`config.mk`:
```
export PLATFORM = sky130hd
export DESIGN_NAME = ext_prefix_unit
export DESIGN_NICKNAME = d
export VERILOG_FILES = /design/src/rtl/extpfx_pkg.sv /design/src/rtl/extpfx_hold.sv /design/src/rtl/extpfx_operand.sv /design/src/rtl/extpfx_result.sv /design/src/rtl/ext_prefix_unit.sv
export SDC_FILE = /design/constraint.sdc
export NUM_CORES = 1
export LEC_CHECK = 0
export BUFFER_PORTS_ARGS = -buffer_cell sky130_fd_sc_hd__buf_2
export CAP_MARGIN = 20
export CORE_UTILIZATION = 55
export CTS_BUF_LIST = sky130_fd_sc_hd__clkbuf_8
export CTS_CLUSTER_SIZE = 16
export DETAILED_ROUTE_END_ITERATION = 8
export HOLD_SLACK_MARGIN = 0.1
export PLACE_DENSITY_LB_ADDON = 0.2
export SYNTH_ARGS = -nofsm -noshare
export SYNTH_HDL_FRONTEND = slang
export SYNTH_SLANG_ARGS = --single-unit
```
`constraint.sdc`:
```
create_clock -name clk -period 6.85 [get_ports clk]
set_clock_uncertainty 0.2 [all_clocks]
set_input_delay 0.685 -clock clk [delete_from_list [all_inputs] [get_ports clk]]
set_output_delay 0.685 -clock clk [all_outputs]
set_load 0.03 [all_outputs]
```
`src/rtl/extpfx_pkg.sv`:
```
package extpfx_pkg;
  typedef enum logic [1:0] {
    CLS_PLAIN    = 2'b00,
    CLS_IDX_LOAD = 2'b01,
    CLS_IDX_ADD  = 2'b10,
    CLS_REL_JUMP = 2'b11
  } issue_cls_e;
endpackage

```
`src/rtl/extpfx_hold.sv`:
```
module extpfx_hold #(
  parameter int IMM_W = 8
) (
  input  logic             clk,
  input  logic             rst,
  input  logic             wr_en,
  input  logic [IMM_W-1:0] wr_byte,
  input  logic             consume,
  output logic [IMM_W-1:0] hi_byte,
  output logic             armed
);
  always_ff @(posedge clk) begin
    if (rst) begin
      hi_byte <= '0;
      armed   <= 1'b0;
    end else begin
      if (wr_en) begin
        hi_byte <= wr_byte;
      end
      if (wr_en) begin
        armed <= 1'b1;
      end else if (consume) begin
        armed <= 1'b0;
      end
    end
  end

  // a write both stores the byte and arms the flag
  a_r2_write_arms: assert property (@(posedge clk) disable iff (rst)
    wr_en |=> (armed && hi_byte == $past(wr_byte)));

  // an issue without a write always disarms
  a_r4_issue_disarms: assert property (@(posedge clk) disable iff (rst)
    (consume && !wr_en) |=> !armed);

  // the byte survives everything except a write
  a_r3_byte_persists: assert property (@(posedge clk) disable iff (rst)
    !wr_en |=> $stable(hi_byte));
endmodule

```
`src/rtl/extpfx_operand.sv`:
```
module extpfx_operand
  import extpfx_pkg::*;
#(
  parameter int IMM_W     = 8,
  parameter int JUMP_BIAS = 1,
  localparam int OP_W     = 2 * IMM_W
) (
  input  logic             armed,
  input  logic [IMM_W-1:0] hi_byte,
  input  logic [IMM_W-1:0] imm,
  input  logic [OP_W-1:0]  base,
  input  issue_cls_e       cls,
  output logic [OP_W-1:0]  value
);
  logic [OP_W-1:0] wide_imm;
  logic [OP_W-1:0] load_val;
  logic [OP_W-1:0] add_val;
  logic [OP_W-1:0] jump_val;

  always_comb begin
    if (armed) begin
      wide_imm = {hi_byte, imm};
      load_val = {hi_byte, imm};
    end else begin
      wide_imm = {{IMM_W{imm[IMM_W-1]}}, imm};
      load_val = {base[OP_W-1:IMM_W], imm};
    end
  end

  assign add_val = base + wide_imm;

  generate
    if (JUMP_BIAS == 0) begin : g_nobias
      assign jump_val = add_val;
    end else begin : g_bias
      localparam logic [OP_W-1:0] BIAS = OP_W'(JUMP_BIAS);
      assign jump_val = add_val + BIAS;
    end
  endgenerate

  always_comb begin
    unique case (cls)
      CLS_IDX_LOAD: value = load_val;
      CLS_IDX_ADD:  value = add_val;
      CLS_REL_JUMP: value = jump_val;
      default:      value = {{IMM_W{1'b0}}, imm};
    endcase
  end
endmodule

```
`src/rtl/extpfx_result.sv`:
```
module extpfx_result #(
  parameter int OP_W = 16
) (
  input  logic            clk,
  input  logic            rst,
  input  logic            load,
  input  logic [OP_W-1:0] next_value,
  output logic            valid,
  output logic [OP_W-1:0] value
);
  always_ff @(posedge clk) begin
    if (rst) begin
      valid <= 1'b0;
      value <= '0;
    end else begin
      valid <= load;
      if (load) begin
        value <= next_value;
      end
    end
  end

  // the result register changes only on a load
  a_r10_value_holds: assert property (@(posedge clk) disable iff (rst)
    !load |=> $stable(value));

  // the strobe never lasts two cycles without a second load
  a_r10_single_pulse: assert property (@(posedge clk) disable iff (rst)
    (valid && !load) |=> !valid);
endmodule

```
`src/rtl/ext_prefix_unit.sv`:
```
module ext_prefix_unit
  import extpfx_pkg::*;
#(
  parameter int IMM_W     = 8,
  parameter int JUMP_BIAS = 1,
  localparam int OP_W     = 2 * IMM_W
) (
  input  logic             clk,
  input  logic             rst,
  input  logic             ext_wr,
  input  logic [IMM_W-1:0] ext_wdata,
  input  logic             issue,
  input  logic [1:0]       issue_cls,
  input  logic [IMM_W-1:0] imm,
  input  logic [OP_W-1:0]  op_base,
  output logic [IMM_W-1:0] ext_byte,
  output logic             ext_armed,
  output logic             res_valid,
  output logic [OP_W-1:0]  res_value
);
  issue_cls_e      cls;
  logic            eligible;
  logic [OP_W-1:0] operand;

  assign cls      = issue_cls_e'(issue_cls);
  assign eligible = issue && (cls != CLS_PLAIN);

  extpfx_hold #(.IMM_W(IMM_W)) hold_i (
    .clk     (clk),
    .rst     (rst),
    .wr_en   (ext_wr),
    .wr_byte (ext_wdata),
    .consume (issue),
    .hi_byte (ext_byte),
    .armed   (ext_armed)
  );

  extpfx_operand #(.IMM_W(IMM_W), .JUMP_BIAS(JUMP_BIAS)) operand_i (
    .armed   (ext_armed),
    .hi_byte (ext_byte),
    .imm     (imm),
    .base    (op_base),
    .cls     (cls),
    .value   (operand)
  );

  extpfx_result #(.OP_W(OP_W)) result_i (
    .clk        (clk),
    .rst        (rst),
    .load       (eligible),
    .next_value (operand),
    .valid      (res_valid),
    .value      (res_value)
  );

  // a plain issue never raises the result strobe
  a_r8_plain_silent: assert property (@(posedge clk) disable iff (rst)
    (issue && cls == CLS_PLAIN) |=> !res_valid);

  // an armed low-byte load yields the held byte on top of the immediate
  a_r5_armed_load: assert property (@(posedge clk) disable iff (rst)
    (issue && cls == CLS_IDX_LOAD && ext_armed)
      |=> (res_value == {$past(ext_byte), $past(imm)}));

  // a write issued together with an instruction still leaves the flag armed
  a_r9_write_wins_flag: assert property (@(posedge clk) disable iff (rst)
    (issue && ext_wr) |=> ext_armed);
endmodule

```
# After elaboration in Yosys (flattened, before gate mapping)
# Index checks and enable logic that the tools add are counted.
[word_totals]
register_bits = 26
latch_bits = 0
ramBits = 0
mem_bits_ro = 0
in_bits = 38
output_inout_bits = 26
mem_count = 0
[op_classes]
n_addsub = 2
mul = 0
div_mod_pow = 0
n_lt_le_gt_ge = 0
eq_ne = 3
shifts = 0
mux = 5
n_bitwise = 0
reduce_logical = 3
[op_table]
columns = ["operator", "count"]
rows = [
  ["16-bit one-hot mux with 3 select lines", 1],
  ["16-bit two-way mux", 2],
  ["16-bit by 1-bit adder with 16-bit output (second input constant)", 1],
  ["16-bit adder", 1],
  ["2-bit equality test (second input constant)", 2],
  ["2-bit nonzero test", 2],
  ["2-bit by 1-bit equality test with 1-bit output (second input constant)", 1],
  ["1-bit two-way mux", 2],
  ["1-bit logical AND", 1],
]

# Depth between registers and ports, before layout
# Gate-level depths: netlist of run 1.
[logic_depth]
depth_word = 4
depth_mapped = 14

# Cells and area by module
# Synthesis of run 1 repeated with hierarchy kept, for this count alone.
[hier_totals]
cells_unflattened = 286
area_unflattened_um2 = 2382.3
[modules_own_cells]
columns = ["mod", "n_inst", "cells_per_inst", "area_per_inst_um2"]
rows = [
  ["extpfx_operand", 1, 201, 1445.1],
  ["extpfx_result", 1, 54, 608.1],
  ["extpfx_hold", 1, 30, 321.6],
  ["ext_prefix_unit", 1, 1, 7.5],
]

# Worst setup path before layout of run 1
# No wires, ideal clock.
[synth_path]
kind = "register to register"
start = "register hold_i.armed"
end = "register result_i.value[15]"
t_arrival_ps = 3430
required_time_ps = 6571
setup_slack_ps = 3141
stages_incl_launch_ff = 14
n_path_buf = 2
period_less_slack_ps = 3709
cell_sequence = "dfxtp_1 -> buf_2 -> clkbuf_1 -> nand2b_1 -> nand2_1 -> ha_1 -> a21o_1 -> or3_1 -> a21oi_1 -> nor2_1 -> xor2_1 -> nand3_1 -> or4_1 -> o211ai_1"
[synth_via]
elab_chain_len = 4
[synth_lines]
columns = ["item", "line_no", "text"]
rows = [
  ["start, declared", "extpfx_hold.sv:10", "output logic armed"],
  ["start signal, assigned", "extpfx_hold.sv:15", "armed <= 1'b0;"],
  ["start signal, assigned", "extpfx_hold.sv:21", "armed <= 1'b1;"],
  ["start signal, assigned", "extpfx_hold.sv:23", "armed <= 1'b0;"],
  ["16-bit two-way mux", "extpfx_operand.sv:21", "if (armed) begin"],
  ["16-bit adder", "extpfx_operand.sv:30", "assign add_val = base + wide_imm;"],
  ["16-bit by 1-bit adder with 16-bit output", "extpfx_operand.sv:37", "assign jump_val = add_val + BIAS;"],
  ["16-bit one-hot mux with 3 select lines (*)", "extpfx_operand.sv:42", "unique case (cls)"],
  ["end signal, assigned", "extpfx_result.sv:18", "value <= next_value;"],
  ["end, declared", "extpfx_result.sv:9", "output logic [OP_W-1:0] value"],
]
# Mark *: on every way between the ends. The rest lies on a longest branch, timed or not.
# A chain may end at the register's enable or synchronous reset.

# Worst setup path in the final report of run 1
# Same ends and word-level chain as after synthesis.

==> results.md, run 1 <==
- Critical path launch point type: register
- CTS tree: yes
- Share of layout cells above drive strength 1: 0.2183
- Maximum vdd drop: 0.00007321 V
- PostCTS Resize Cnt: 0
- Worst EP required: 6.84 ns
- Minimum clock period: 3.863 ns
- Largest net degree at the start of global routing: 30
- Crit. End Element: register
- Clock H-tree levels: 1
- Final Util: 0.6751
- Placer congestion estimate: 0.9078
- Pin slew with the least headroom to its limit: 0.9637 ns
- Seq cells post-synth: 26
- Largest family of logic cells by synthesized area: compound AO/OA/AOI/OAI gates
- TNS Setup: 0 ns
- Vias in the first global route: 2168
- Reg clk slew, reported paths: 0.08 ns
- Syn avg cell area: 7.577 µm²
- Max Slew Vio Count: 0
- Dpl cell area: 2756 µm²
- CTS Sinks: 26
- Min-delay worst type: reg2reg
- First-pass GRT wire length: 9.784 mm
- Achievable Freq: 258.9 MHz
- Die Y: 68.71 µm
- Arrival time at the worst endpoint: 3.85 ns
- Status: completed
- Post-synthesis sequential area ratio: 0.2127
- Routed vias: 2536
- Lkg Pwr: 0.001281 µW
- Post-synth ARST share: 0
- Mapped Area: 2447 µm²
- Cell area after layout: 2798 µm²
- CTS Hold Bufs: 0
- Critical R2R Launch: hold_i.armed$_SDFFE_PP0P_
- DRC: 0
- Synth cell count leaders: nor2_1 (47), dfxtp_1 (26), nand2_1 (25), a21oi_1 (23)
- Area grow syn2layout: 14.31%
- Clock buffer depth: 2
- Setup crit start: hold_i.armed$_SDFFE_PP0P_
- WL/cell: 14.75 µm
- EDFF count, synth: 0
- Multiplexer share of the synthesized area: 0.05317
- Post-CTS Setup Repair Bufs: 0
- Total core area: 4144 µm²
- Pwr Total: 503.9 µW
- Final Hold Vio Count: 0
- Cts bufs inserted: 3
- Die width: 68.71 µm
- Final worst path period share: 0.5639
- Synth Area in Compound Gates: 0.2756
- WHS: 0.3019 ns
- DRT antenna net count: 0
- Post-Synth Simple-Gate Area: 0.2510
- Crit Path Max Fanout: 20
- Initial antenna violation count: 0
- Global Route Usage Sum: 0.2711
- Top_reg_cell synth: dfxtp_1
- Most common cell in the netlist: nor2_1
- ANT cells: 0
- DR pass1 iterations: 4
- Post-synthesis adder-cell area fraction: 0.08998
- Ys Warns: 0
- Synthesized instance count: 323
- Critical path class: reg2reg
- Yosys top cell by area: dfxtp_1
- Setup crit end: result_i.value[15]$_SDFFE_PP0P_
- RR Endpoint: result_i.value[15]$_SDFFE_PP0P_
- CTS root buf: clkbuf_8
- RSZ-0062 raised after global routing: false
- Xor/xnor share of the synthesized area: 0.06800
- Slew margin rel.: 0.3494
- Nets: 428
- Yosys top cell area share: 0.2127
- Starting DRC count in detailed routing: 226
- Synth top area cells: dfxtp_1 (21%), ha_1 (8.2%), nor2_1 (7.2%)
- DPL Wire Length: 4.975 mm
- Avg Vias per Cell: 6.024
- DIE AREA: 4720 µm²
- Overflow after GRT: 0
- Clock latency on the worst-skew pair: 0.26 ns
- Max-cap violations: 0
- Fillers: 371
- Unique cell type count in the Yosys netlist: 57
- Core Rows: 23
- Final Routed Wirelength: 6.210 mm
- P per Cell Area: 180.1 nW/µm²
- Setup violators final: 0
- Initial Util: 0.5906
- Port Buffers: 63
- Reg2reg path depth: 11
- Num ports: 64
- Syn Nets: 378
- Worst reg-to-reg setup slack: 2.99 ns
[where the power goes]
part / total, µW / switching, µW / internal (µW)
clock: 81.9 / 42.6 / 39.3
sequential: 173 / 9.22 / 164
combinational: 249 / 155 / 93.7
total: 504 / 207 / 297
[stage by stage]
step,setup WS [ns],std cells
after CTS,3.049,421
final,2.987,421
after detailed placement,3.031,418
after global routing,2.611,421
after global placement,3.145,418
after floorplan,3.141,323
[metal layers]
metal | vias to the layer above | part of all wire | track usage
met3 | 2 | 0.058 | 0.02303
met2 | 90 | 0.45 | 0.4412
met5 | - | 0 | 0
met1 | 1156 | 0.49 | 0.3826
li1 | 1288 | - | -
met4 | 0 | 0.0043 | 0.06888
[how the worst min path moves through the flow]
stage	from	to	slack, ns	cells past startpoint
2_1_floorplan	result_i.value[9]$_SDFFE_PP0P_	result_i.value[9]$_SDFFE_PP0P_	0.42	2
3_3_place_gp	result_i.value[7]$_SDFFE_PP0P_	result_i.value[7]$_SDFFE_PP0P_	0.27	2
3_5_place_dp	result_i.value[5]$_SDFFE_PP0P_	result_i.value[5]$_SDFFE_PP0P_	0.28	2
4_1_cts	result_i.value[5]$_SDFFE_PP0P_	result_i.value[5]$_SDFFE_PP0P_	0.30	2
5_1_grt	result_i.value[3]$_SDFFE_PP0P_	result_i.value[3]$_SDFFE_PP0P_	0.33	2
6_report	result_i.value[2]$_SDFFE_PP0P_	result_i.value[2]$_SDFFE_PP0P_	0.30	2
[final cells by class]
type	count	area [µm²]	area share
Multi-Input combinational cell	266	1805	0.6453
Clock buffer	3	41.29	0.01476
Timing Repair Buffer	64	322.8	0.1154
Tap cell	50	62.56	0.02236
Inverter	12	45.04	0.01610
Sequential cell	26	520.5	0.1860
[cell usage in the layout (no fill, tap or decap), types with 12 or more instances in the layout]
| master | n |
|---|---|
| nand2_1 | 25 |
| a211oi_1 | 12 |
| nor2_1 | 47 |
| a21oi_1 | 23 |
| buf_2 | 63 |
| o21ai_0 | 16 |
| dfxtp_1 | 26 |
| ha_1 | 16 |
| mux2i_1 | 13 |
| inv_1 | 12 |
[state kept, by name (all words and copies together) (netlist names)]
| signal | flops |
|---|---|
| hold_i.armed | 1 |
| hold_i.hi_byte | 8 |
| result_i.value | 16 |
| result_i.valid | 1 |
[worst max-delay path, cell delays in order (launching register included)]
cell and delay (ns):
dfxtp_1 0.71, nand2b_1 0.33, nand2_1 0.10, ha_1 0.36, a21o_1 0.23, or3_1 0.30
a21oi_1 0.34, nor2_1 0.11, xor2_1 0.37, nand3_1 0.14, or4_1 0.50, o211ai_1 0.10
[cell families after synthesis]
family,after synthesis
xor+xnor,19
fa+ha+maj,17
buf+inv,31
simple gates,122
mux,13
compound gates,95
flops,26
Power figures use the tool's default switching activity.
==> run 2, diff against run 1 <==
clock period = 3.9 ns   (was 6.85 ns; I/O delays follow)
==> results.md, run 2 (synthesis gave the netlist of run 1 again) <==
- Die width: 68.71 µm (unchanged)
- Lkg Pwr: 0.001297 µW (+1.3%)
- Initial Util: 0.5906 (unchanged)
- Global Route Usage Sum: 0.2608 (-0.01031)
- DR pass1 iterations: 4 (unchanged)
- Clock buffer depth: 2 (unchanged)
- Hold Path Depth: 3 (+1)
- PostCTS Resize Cnt: 0 (unchanged)
- Crit Path Max Fanout: 7 (-65%)
- Flip-flop count of the largest register after layout: 16 (unchanged)
- DPL Wire Length: 4.877 mm (-2.0%)
- Fillers: 372 (+0.27%)
- Placer congestion estimate: 0.8950 (-1.4%)
- Slew margin rel.: 0.5271 (+0.1777)
- Maximum vdd drop: 0.0001433 V (+96%)
- CTS Sinks: 26 (unchanged)
- Hold endpoint: hold_i.hi_byte[6]$_SDFFE_PP0P_
- RSZ-0062 raised after global routing: false
- Dpl cell area: 2764 µm² (+0.27%)
- Minimum clock period: 3.385 ns (-0.4777 ns)
- Initial antenna violation count: 0 (unchanged)
- P per Cell Area: 323.2 nW/µm² (+79%)
- Max Slew Vio Count: 0 (unchanged)
- Routed vias: 2538 (+0.079%)
- Crit. End Element: register
- Area grow syn2layout: 15.39%
- Max-cap violations: 0 (unchanged)
- Vias in the first global route: 2091 (-3.6%)
- Core Rows: 23 (unchanged)
- Worst reg-to-reg setup slack: 0.51 ns (-2.47 ns)
- ANT cells: 0 (unchanged)
- Largest registers: result_i.value (16), hold_i.hi_byte (8)
- CP max stage delay: 0.48 ns (-0.23 ns)
- CTS root buf: clkbuf_8
- DRC: 0 (unchanged)
- Nets: 430 (+0.47%)
- Clock latency on the worst-skew pair: 0.26 ns (about the same)
- Hold Path Origin: ext_wdata[6]
- Achievable Freq: 295.4 MHz (+14%)
- Min-delay worst type: in2reg
- Setup violators final: 0 (unchanged)
- Biggest register: result_i.value
- Worst EP required: 3.89 ns (-2.95 ns)
- Reg2reg path depth: 11 (unchanged)
- Clock H-tree levels: 1 (unchanged)
- Commonest non-fill, non-tap cell in the layout: buf_2
- Status: completed
- Num ports: 64 (unchanged)
- WL/cell: 14.24 µm (-3.5%)
- Critical path launch point type: register
- Cts bufs inserted: 3 (unchanged)
- Critical path class: reg2reg
- Final worst path period share: 0.8680 (+0.3041)
- Buf/Inv on CP: 0 (unchanged)
- Largest net degree at the start of global routing: 30 (unchanged)
- Total core area: 4144 µm² (unchanged)
- Final Routed Wirelength: 6.037 mm (-2.8%)
- Cell area after layout: 2824 µm² (+0.94%)
- Critical R2R Launch: hold_i.armed$_SDFFE_PP0P_
- Port Buffers: 63 (unchanged)
- Avg Vias per Cell: 5.986 (-0.63%)
- RR Endpoint: result_i.value[15]$_SDFFE_PP0P_
- Pin slew with the least headroom to its limit: 0.7019 ns (-0.2617 ns)
- Final Hold Vio Count: 0 (unchanged)
- Cells along the critical path: nand2b_1 -> nand2_1 -> ha_1 -> a21o_1 -> or3_1 -> a21oi_1 -> nor2_1 -> xor2_1 -> nand3_1 -> or4_1 -> o211ai_1
- Post-CTS Setup Repair Bufs: 0 (unchanged)
- TNS Setup: 0 ns (unchanged)
- Starting DRC count in detailed routing: 156 (-31%)
- Arrival time at the worst endpoint: 3.38 ns (-0.47 ns)
- DIE AREA: 4720 µm² (unchanged)
- DRT antenna net count: 0 (unchanged)
- Most frequent cells in the layout: buf_2 (63), nor2_1 (47), dfxtp_1 (26), nand2_1 (25), a21oi_1 (23)
- Die Y: 68.71 µm (unchanged)
- CTS tree: yes
- Cell family with most CP delay: simple AND/OR/NAND/NOR gates
- Reg clk slew, reported paths: 0.09 ns (about the same)
- Share of layout cells above drive strength 1: 0.2246 (+0.006270)
- First-pass GRT wire length: 9.528 mm (-2.6%)
- Slowest-stage cell, CP: or4_1
- CTS Hold Bufs: 0 (unchanged)
- Overflow after GRT: 0 (unchanged)
[run 2: cell count changes in the layout (fill, tap and decap cells not counted), sizes merged]
cell,change
clkbuf,+2
buf,+1
[run 2: per-layer routing]
layer	GRT usage	vias to the layer above	routed length, µm
met5	0	-	0
met3	0.03454	6	411
met2	0.3848	94	2518
li1	-	1294	-
met1	0.3886	1144	3044
met4	0.07653	0	63
[run 2: layout make-up]
type	count	area (µm²)	area share
Clock buffer	4	55.05	0.01949
Multi-Input combinational cell	266	1805	0.6393
Tap cell	50	62.56	0.02215
Sequential cell	26	520.5	0.1843
Timing Repair Buffer	66	335.3	0.1187
Inverter	12	45.04	0.01595
[run 2: where the power goes]
part	internal, µW	total (µW)	switching (µW)
Clock	90.0	170	80.0
Sequential	287	300	12.9
Combinational	167	442	275
Total	544	913	368
[run 2: worst reg2reg max path: cells and delay by family, from the launching register on]
kind,cells,cell delay [ns]
simple gates,6,1.38
compound gates,3,0.67
fa+ha+maj,1,0.36
xor+xnor,1,0.36
flops,1,0.35
[run 2: per-stage QoR]
stage / setup slack (ns) / hold WS, ns / utilization / cells / total power (µW)
after floorplan: 0.1907 / 0.3376 / - / 323 / 638.4
after global placement: 0.4912 / 0.2669 / 0.6670 / 419 / 732.3
after detailed placement: 0.3652 / 0.2797 / 0.6670 / 419 / 740.9
after CTS: 0.5055 / 0.1599 / 0.6803 / 423 / 907.0
after global routing: 0.2670 / 0.1593 / 0.6815 / 424 / 975.5
final: 0.5149 / 0.1558 / 0.6815 / 424 / 912.6
[run 2: how the worst max path moves through the flow]
| stage | start | end | depth (start not counted) |
|---|---|---|---|
| finish | hold_i.armed$_SDFFE_PP0P_ | result_i.value[15]$_SDFFE_PP0P_ | 11 |
| global route | hold_i.armed$_SDFFE_PP0P_ | result_i.value[15]$_SDFFE_PP0P_ | 11 |
| CTS | hold_i.armed$_SDFFE_PP0P_ | result_i.value[15]$_SDFFE_PP0P_ | 11 |
| detailed placement | imm[7] | result_i.value[15]$_SDFFE_PP0P_ | 12 |
| global placement | imm[0] | result_i.value[15]$_SDFFE_PP0P_ | 11 |
| floorplan | hold_i.armed$_SDFFE_PP0P_ | result_i.value[15]$_SDFFE_PP0P_ | 13 |
==> run 3, diff against run 2 <==
CELL_PAD_IN_SITES_DETAIL_PLACEMENT = 0   (was default)
CELL_PAD_IN_SITES_GLOBAL_PLACEMENT = 2   (was default)
CORE_UTILIZATION = 31   (was 55)
RECOVER_POWER = 50   (was default)
==> results.md, run 3 (synthesis gave the netlist of run 1 again) <==
- Status: completed
- Hold Path Origin: ext_wdata[7]
- Slowest-stage cell, CP: o31ai_1
- Reg2reg path depth: 12 (+1)
- ANT cells: 0 (unchanged)
- Lkg Pwr: 0.001235 µW (-4.8%)
- Largest net degree at the start of global routing: 30 (unchanged)
- Worst reg-to-reg setup slack: 0.55 ns (+0.04 ns)
- Total core area: 7687 µm² (+86%)
- Final cell count without fillers: 477 (+13%)
- Setup crit start: hold_i.armed$_SDFFE_PP0P_
- CTS Hold Bufs: 0 (unchanged)
- DRT antenna net count: 0 (unchanged)
- WL/cell: 14.47 µm (+1.6%)
- Num ports: 64 (unchanged)
- Max-cap violations: 0 (unchanged)
- Cell area after layout: 2877 µm² (+1.9%)
- Avg Vias per Cell: 5.191 (-13%)
- Flip-flop count of the largest register after layout: 16 (unchanged)
- Slew margin rel.: 0.1851 (-0.3420)
- Placed cell count: 473 (+13%)
- Switching Share: 0.4074 (+0.004003)
- Setup violators final: 0 (unchanged)
- Clock share of power: 0.186 (about the same)
- RR Endpoint: result_i.value[15]$_SDFFE_PP0P_
- Reg clk slew, reported paths: 0.09 ns (about the same)
- CTS tree: yes
- Achievable Freq: 298.6 MHz (+1.1%)
- Most frequent cells in the layout: nor2_1 (47), buf_2 (45), dfxtp_1 (26), nand2_1 (25), a21oi_1 (23)
- Critical path class: reg2reg
- Critical path launch point type: register
- CP max stage delay: 0.53 ns (+0.05 ns)
- Biggest register: result_i.value
- Maximum vdd drop: 0.0001220 V (-15%)
- Die width: 90.85 µm (+32%)
- Clock latency on the worst-skew pair: 0.27 ns (about the same)
- Die Y: 90.85 µm (+32%)
- Routed vias: 2476 (-2.4%)
- DIE AREA: 8254 µm² (+75%)
- CTS root buf: clkbuf_8
- Fillers: 860 (+130%)
- Largest registers: result_i.value (16), hold_i.hi_byte (8)
- Cells along the critical path: nand2b_1 -> buf_4 -> nand2_1 -> ha_1 -> inv_1 -> o31ai_1 -> mux2i_1 -> o41ai_1 -> nor2_1 -> nand3_1 -> or4_1 -> o211ai_1
- Hold Path Depth: 3 (unchanged)
- Share of layout cells above drive strength 1: 0.1787 (-0.04593)
- Area grow syn2layout: 17.54%
- Minimum clock period: 3.349 ns (-0.03617 ns)
- Clock buffer depth: 2 (unchanged)
- Final Routed Wirelength: 6.900 mm (+14%)
- First-pass GRT wire length: 11.41 mm (+20%)
- Min-delay worst type: in2reg
- Seq pwr share: 0.331 (+0.002)
- Pin slew with the least headroom to its limit: 1.222 ns (+0.5205 ns)
- Int Pwr: 540.9 µW (-0.65%)
- Arrival time at the worst endpoint: 3.34 ns (-0.04 ns)
- DR pass1 iterations: 5 (+1)
- CTS Sinks: 26 (unchanged)
- Crit Path Max Fanout: 7 (unchanged)
- Final worst path period share: 0.8587 (-0.009275)
- DRC: 0 (unchanged)
- Port Buffers: 63 (unchanged)
- Clock H-tree levels: 1 (unchanged)
- Vias in the first global route: 2290 (+9.5%)
- Commonest non-fill, non-tap cell in the layout: nor2_1
- RSZ-0062 raised after global routing: false
- P per Cell Area: 317.3 nW/µm² (-1.8%)
- Worst EP required: 3.89 ns (about the same)
- NetSw: 371.9 µW (+1.0%)
- Core Rows: 32 (+39%)
- Cts bufs inserted: 3 (unchanged)
- PostCTS Resize Cnt: 0 (unchanged)
- Hold endpoint: hold_i.hi_byte[7]$_SDFFE_PP0P_
- Max Slew Vio Count: 0 (unchanged)
- DPL Wire Length: 5.686 mm (+17%)
- Post-CTS Setup Repair Bufs: 0 (unchanged)
- Nets: 431 (+0.23%)
- Initial antenna violation count: 0 (unchanged)
- TNS Setup: 0 ns (unchanged)
- Overflow after GRT: 0 (unchanged)
- Initial Util: 0.3184 (-0.2722)
- Placer congestion estimate: 0.7939 (-11%)
- Starting DRC count in detailed routing: 76 (-51%)
- Crit. End Element: register
- Critical R2R Launch: hold_i.armed$_SDFFE_PP0P_
- Final Util: 0.3742 (-0.3073)
- Combinational Power Share: 0.483 (-0.002)
- Global Route Usage Sum: 0.1678 (-0.09298)
- Final Hold Vio Count: 0 (unchanged)
- Dpl cell area: 2844 µm² (+2.9%)
==> run 3: cell types whose count changed in the layout (fill, tap and decap cells not counted) <==
cell,delta
buf_2,-18
clkbuf_1,+18
buf_4,+2
clkbuf_2,-1
==> run 3: power by group through the flow <==
stage / Sequential, µW / Combinational [µW] / Clock (µW)
after global placement: 308 / 446 / 0
after CTS: 302 / 447 / 177
final: 302 / 440 / 170
after detailed placement: 308 / 446 / 0
after floorplan: 348 / 290 / 0
after global routing: 306 / 489 / 188
==> run 3: layer usage <==
metal | track usage | vias up | part of all wire
met5 | 0 | - | 0
met4 | 0.04233 | 0 | 0.0093
met3 | 0.01178 | 4 | 0.037
met2 | 0.2532 | 47 | 0.42
met1 | 0.2551 | 1137 | 0.54
li1 | - | 1288 | -
==> run 3: how the worst max path moves through the flow <==
stage | to | depth (start not counted)
floorplan | result_i.value[15]$_SDFFE_PP0P_ | 13
CTS | result_i.value[15]$_SDFFE_PP0P_ | 12
global route | result_i.value[15]$_SDFFE_PP0P_ | 12
global placement | result_i.value[12]$_SDFFE_PP0P_ | 11
finish | result_i.value[15]$_SDFFE_PP0P_ | 12
detailed placement | result_i.value[12]$_SDFFE_PP0P_ | 11
==> run 3: final cells by class <==
| cell class | instances | area (µm²) | share of cell area |
|---|---|---|---|
| Timing Repair Buffer | 67 | 322.8 | 0.1122 |
| Clock buffer | 4 | 55.05 | 0.01914 |
| Multi-Input combinational cell | 266 | 1805 | 0.6277 |
| Tap cell | 102 | 127.6 | 0.04437 |
| Inverter | 12 | 45.04 | 0.01566 |
| Sequential cell | 26 | 520.5 | 0.1809 |
==> run 3: per-stage QoR <==
stage / hold slack [ns] / setup slack (ns) / total power, µW
6_report: 0.1529 / 0.5510 / 912.8
4_1_cts: 0.1548 / 0.5615 / 926.9
5_1_grt: 0.1524 / 0.2951 / 983.6
3_3_place_gp: 0.2621 / 0.4316 / 753.4
2_1_floorplan: 0.3376 / 0.1907 / 638.4
3_5_place_dp: 0.2705 / 0.3720 / 754.7
==> run 3: critical path, delay by kind of cell, from the launching register on <==
| kind | cells | cell delay [ns] |
|---|---|---|
| compound gates | 3 | 0.76 |
| fa+ha+maj | 1 | 0.39 |
| buf+inv | 2 | 0.28 |
| flops | 1 | 0.42 |
| mux | 1 | 0.26 |
| simple gates | 5 | 0.97 |
